===== src/rtl/hw_mac.sv =====
module hw_mac #(
  parameter int DW = 32
) (
  input  logic          clk,
  input  logic          rst,
  input  logic          in_valid,
  input  logic [DW-1:0] src_a,
  input  logic [DW-1:0] src_b,
  input  logic [DW-1:0] acc_in,
  input  logic [1:0]    op_sel,
  input  logic          a_hi,
  input  logic          b_hi,
  input  logic          is_signed,
  input  logic          saturate,
  output logic          out_valid,
  output logic [DW-1:0] result
);
  localparam int HW = DW / 2;
  localparam logic [DW-1:0] SMAX = {1'b0, {(DW-1){1'b1}}};
  localparam logic [DW-1:0] SMIN = {1'b1, {(DW-1){1'b0}}};

  // stage 1: halfword pick and multiply
  logic [HW-1:0] ha, hb;
  logic [DW-1:0] xa, xb;
  assign ha = a_hi ? src_a[DW-1:HW] : src_a[HW-1:0];
  assign hb = b_hi ? src_b[DW-1:HW] : src_b[HW-1:0];
  assign xa = {{HW{is_signed & ha[HW-1]}}, ha};
  assign xb = {{HW{is_signed & hb[HW-1]}}, hb};

  logic          s1_v, s1_sgn, s1_sat, s1_neg, s1_mul;
  logic [DW-1:0] s1_prod, s1_acc;

  always_ff @(posedge clk) begin
    if (rst) s1_v <= 1'b0;
    else     s1_v <= in_valid;
    if (in_valid) begin
      s1_prod <= xa * xb;
      s1_acc  <= acc_in;
      s1_sgn  <= is_signed;
      s1_sat  <= saturate;
      s1_neg  <= op_sel[0];
      s1_mul  <= op_sel[1];
    end
  end

  // stage 2: accumulate and narrow
  logic [DW:0]   pe, ae, mid;
  logic          ovf;
  logic [DW-1:0] clamp, narrow;
  assign pe  = {s1_sgn & s1_prod[DW-1], s1_prod};
  assign ae  = {s1_sgn & s1_acc[DW-1], s1_acc};
  assign mid = s1_neg ? ae - pe : ae + pe;
  assign ovf = s1_sgn ? (mid[DW] != mid[DW-1]) : mid[DW];
  assign clamp = s1_sgn ? (mid[DW] ? SMIN : SMAX)
                        : (s1_neg ? '0 : '1);
  assign narrow = s1_mul ? s1_prod : ((s1_sat && ovf) ? clamp : mid[DW-1:0]);

  always_ff @(posedge clk) begin
    if (rst) out_valid <= 1'b0;
    else     out_valid <= s1_v;
    if (s1_v) result <= narrow;
  end

  a_r1_reset_clears: assert property (@(posedge clk) rst |=> !out_valid && !s1_v);
  a_r2_valid_follows: assert property (@(posedge clk) disable iff (rst)
    s1_v |=> out_valid);
  a_r2_bubble_follows: assert property (@(posedge clk) disable iff (rst)
    !s1_v |=> !out_valid);
  a_r6_product_only: assert property (@(posedge clk) disable iff (rst)
    (s1_v && s1_mul) |=> result == $past(s1_prod));
  a_r9_unsigned_add_floor: assert property (@(posedge clk) disable iff (rst)
    (s1_v && !s1_mul && s1_sat && !s1_sgn && !s1_neg) |=> result >= $past(s1_acc));
  a_r9_unsigned_sub_ceiling: assert property (@(posedge clk) disable iff (rst)
    (s1_v && !s1_mul && s1_sat && !s1_sgn && s1_neg) |=> result <= $past(s1_acc));
  a_r8_signed_add_floor: assert property (@(posedge clk) disable iff (rst)
    (s1_v && !s1_mul && s1_sat && s1_sgn && !s1_neg && !s1_prod[DW-1])
    |=> $signed(result) >= $signed($past(s1_acc)));
endmodule


===== config.mk =====
export PLATFORM = sky130hd
export DESIGN_NAME = hw_mac
export DESIGN_NICKNAME = d
export VERILOG_FILES = /design/src/rtl/hw_mac.sv
export SDC_FILE = /design/constraint.sdc
export NUM_CORES = 1
export LEC_CHECK = 0
export BUFFER_PORTS_ARGS = -buffer_cell sky130_fd_sc_hd__clkbuf_2
export CAP_MARGIN = 40
export CORE_UTILIZATION = 40
export CTS_CLUSTER_SIZE = 16
export DETAILED_ROUTE_END_ITERATION = 12
export GPL_TIMING_DRIVEN = 0
export HOLD_SLACK_MARGIN = 0.02
export PLACE_DENSITY_LB_ADDON = 0.1
export SLEW_MARGIN = 20
export SYNTH_ARGS = -nofsm -noshare
export SYNTH_HDL_FRONTEND = slang
export SYNTH_SLANG_ARGS = --single-unit

===== constraint.sdc =====
create_clock -name clk -period 21.5 [get_ports clk]
set_input_delay 3.225 -clock clk [delete_from_list [all_inputs] [get_ports clk]]
set_output_delay 3.225 -clock clk [all_outputs]
set_load 0.03 [all_outputs]

==> impl_metrics.env <==
export IMPL_outcome="finished clean"
export IMPL_portBuffers=136
export IMPL_max_slew_worst_pin_slew_ps=863
export IMPL_worst_hold_path_type="reg2reg"
export IMPL_syn_avg_cell_area_sq_um=9.77
export IMPL_clockRootBuffer="clkbuf_16"
export IMPL_cts_clk_slew_worst_paths_ps=70
export IMPL_ys_seq_area_share_pct=18.0
export IMPL_slew_headroom_pct=41.3
export IMPL_slowest_delay_ps=620
export IMPL_drc=0
export IMPL_ios=138
export IMPL_grt_pass1_wl_um=73000
export IMPL_wl_um=46000
export IMPL_synth_edf_count=100
export IMPL_synth_cell_type_count=76
export IMPL_yosys_mux_area_fraction_pct=4.12
export IMPL_dieWidth_um=208
export IMPL_area_delta_synth_final_pct=10.9
export IMPL_fin_crit_ps=11000
export IMPL_diodes=0
export IMPL_final_antenna_net_count=0
export IMPL_first_iter_violations=585
export IMPL_grt_pass1_vias=13000
export IMPL_clock_fmax_mhz=90.9
export IMPL_grt_ovfl_total=0
export IMPL_clkSinkCount=102
export IMPL_synth_fp_nets=2236
export IMPL_synth_top_family_by_area="adder cells"
export IMPL_setup_tns_final_ps=0
export IMPL_async_reset_ff_share_pct=0
export IMPL_fin_skew_ps=6.41
export IMPL_wl_per_cell_um=18.8
export IMPL_cts_hold_buf=0
export IMPL_synth_compound_area_share_pct=10.5
export IMPL_endpoint_kind="flip-flop"
export IMPL_drive_above_1_share_pct=14.3
export IMPL_worstSetupStartpointType="primary input"
export IMPL_drt_pass1_iterations=5
export IMPL_synth_xor_area_share_pct=5.27
export IMPL_fin_crit_sh_pct=51.2
export IMPL_cts_max_level=3
export IMPL_num_vias=12600
export IMPL_clk_latency_ps=370
export IMPL_crit_slowest_cell="clkbuf_1"
export IMPL_setup_worst_path_class="in2reg"
export IMPL_antenna_found_initial=0
export IMPL_ys_seq_elements=102
export IMPL_coreArea_sq_mm=0.0419
export IMPL_synth_main_ff_cell="edfxtp_1"
export IMPL_vias_per_cell=5.14
export IMPL_critical_path_arrival_ps=11090
export IMPL_report_final_setup_viol=0
export IMPL_rows=75
export IMPL_die_area_sq_mm=0.0432
export IMPL_cp_common_cell="fa_1"
export IMPL_netlist_instances=1733
export IMPL_netlist_area_sq_mm=0.0169
export IMPL_grt_max_degree=48
export IMPL_cp_top_family="adder cells"
export IMPL_grt_usage_pct=22.0
export IMPL_fin_util_pct=44.9
export IMPL_rsz0062_at_grt="no"
export IMPL_post_cts_resized=0
export IMPL_synthAdderAreaFrac_pct=42.0
export IMPL_clk_path_buf_depth=2
export IMPL_cp_required_ps=21590
export IMPL_start_util_pct=40.5
export IMPL_finalWeightedCongestion=0.907
export IMPL_ys_warn_count=0
export IMPL_cts_tree="built"
export IMPL_postCtsSetupBuffers=0
export IMPL_slew_violations=0
export IMPL_numCtsBuffers=9
export IMPL_worst_path_buf_inv=7
export IMPL_num_fill_cells=4094
export IMPL_critPathMaxFanout=10
export IMPL_die_y_um=208
export IMPL_cap_violations=0
export IMPL_yosys_area_share_simple_pct=11.6
export IMPL_nNetsFinal=2403
export IMPL_hpwl_um=39200
export IMPL_finalHoldViolCount=0
==> cell usage in the layout, fill, tap and decap left out, types with 4 or more instances in the layout <==
cell type,instances
a21o_1,20
mux2_2,29
buf_2,7
mux2i_1,26
edfxtp_1,100
mux2i_2,11
xnor2_1,81
nand2b_1,9
ha_1,115
o21a_1,9
clkbuf_16,9
o31a_1,5
o22ai_1,4
clkinv_1,4
o21bai_1,4
o21ai_1,26
buf_4,13
inv_1,334
o21ai_0,23
nand4_1,5
xor2_1,14
nor2b_1,10
a21oi_1,67
nor2_1,201
nand3_1,11
nand2_1,164
and2_1,6
fa_1,283
nor3_1,19
a211oi_1,5
buf_6,5
a2bb2oi_2,18
or3_1,6
buf_1,5
a31oi_1,11
nor4_1,6
a22oi_2,8
clkbuf_2,136
clkbuf_1,26
and3_1,6
==> synthesized netlist by cell type (3+ instances only) <==
cell,instances,area share [%]
nor3_1,19,0.56
nor2_1,201,4.5
and2_1,6,0.22
buf_6,3,0.20
and3_1,6,0.22
clkbuf_1,26,0.58
o21ai_1,26,0.77
ha_1,115,8.5
xor2_1,14,0.72
a21oi_1,67,2.0
or3_1,6,0.22
fa_1,283,33
xnor2_1,81,4.2
a22oi_2,8,0.59
nor2b_1,10,0.37
a2bb2oi_2,18,1.6
buf_1,5,0.11
or2_2,3,0.11
and4_1,3,0.16
buf_4,5,0.22
nand2_1,164,3.6
inv_1,334,7.4
a2bb2oi_1,3,0.16
a21o_1,20,0.89
o31a_1,5,0.26
a31oi_1,11,0.41
nand3_1,11,0.33
o21ai_0,23,0.68
mux2i_1,37,2.2
nor4_1,6,0.22
a211oi_1,5,0.22
nand4_1,5,0.18
o211ai_1,3,0.13
o22ai_1,4,0.15
nand2b_1,9,0.33
mux2_2,29,1.9
o21a_1,9,0.40
o21bai_1,4,0.18
edfxtp_1,100,18
==> sequential cells by signal, indices dropped and copies added, names as in the netlist <==
name and count:
result 32, s1_acc 32, s1_prod 32, out_valid 1
s1_mul 1, s1_neg 1, s1_sat 1, s1_sgn 1
s1_v 1
==> stage by stage <==
step                      area [sq um]  setup WS [ps]  instances  hold WS (ps)
after floorplan                  16900          11480       1733           612
final                            18800          10500       2444           698
after global routing             18800          10090       2444           730
after CTS                        18700          10530       2440           696
after detailed placement         18500          10150       2424           680
after global placement           18300           9910       2408           685
==> metal layers <==
metal,GRT usage (%),up-vias,share of wire (%)
met4,5.87,0,2.1
met3,2.62,60,5.0
met1,31.1,6224,47
met5,0,-,0
met2,35.8,380,46
li1,-,5898,-
==> area by class of cell <==
type / instances / area (sq um) / share of cell area, %
Tap cell: 539 / 674 / 3.59
Clock buffer: 9 / 225 / 1.20
Timing Repair Buffer: 156 / 852 / 4.54
Inverter: 335 / 1260 / 6.70
Multi-Input combinational cell: 1255 / 12500 / 66.5
Sequential cell: 102 / 3040 / 16.2
Buffer: 41 / 198 / 1.05
Clock inverter: 7 / 47.5 / 0.253
==> kinds of logic (layout without fill, tap and decap cells) <==
group                      after synthesis  in the layout
AOI/OAI and AO/OA                      235            235
xor gates and xnor gates                98             98
adders and majority gates              398            398
buffers and inverters                  376            548
DFF                                    102            102
muxes                                   66             66
and+or+nand+nor                        458            458
==> worst reg2reg max path: cells and delay by family, from the launching register on <==
kind	cells	cell delay, ps
compound gates	8	2300
xor+xnor	2	480
fa+ha+maj	1	360
buf+inv	1	260
flops	1	500
simple gates	7	1710
==> worst paths after layout <==
path                from     endpoint  slack, ps  cells after the start
max                 b_hi  s1_prod[31]      10500                     25
min          s1_prod[24]   result[24]        700                      1
max reg2reg   s1_prod[4]   result[30]      15640                     19
min reg2reg  s1_prod[24]   result[24]        700                      1
Power is left out: the tool's default activity adds up to more than one toggle a clock period on the data nets, which glitch-free logic cannot reach.
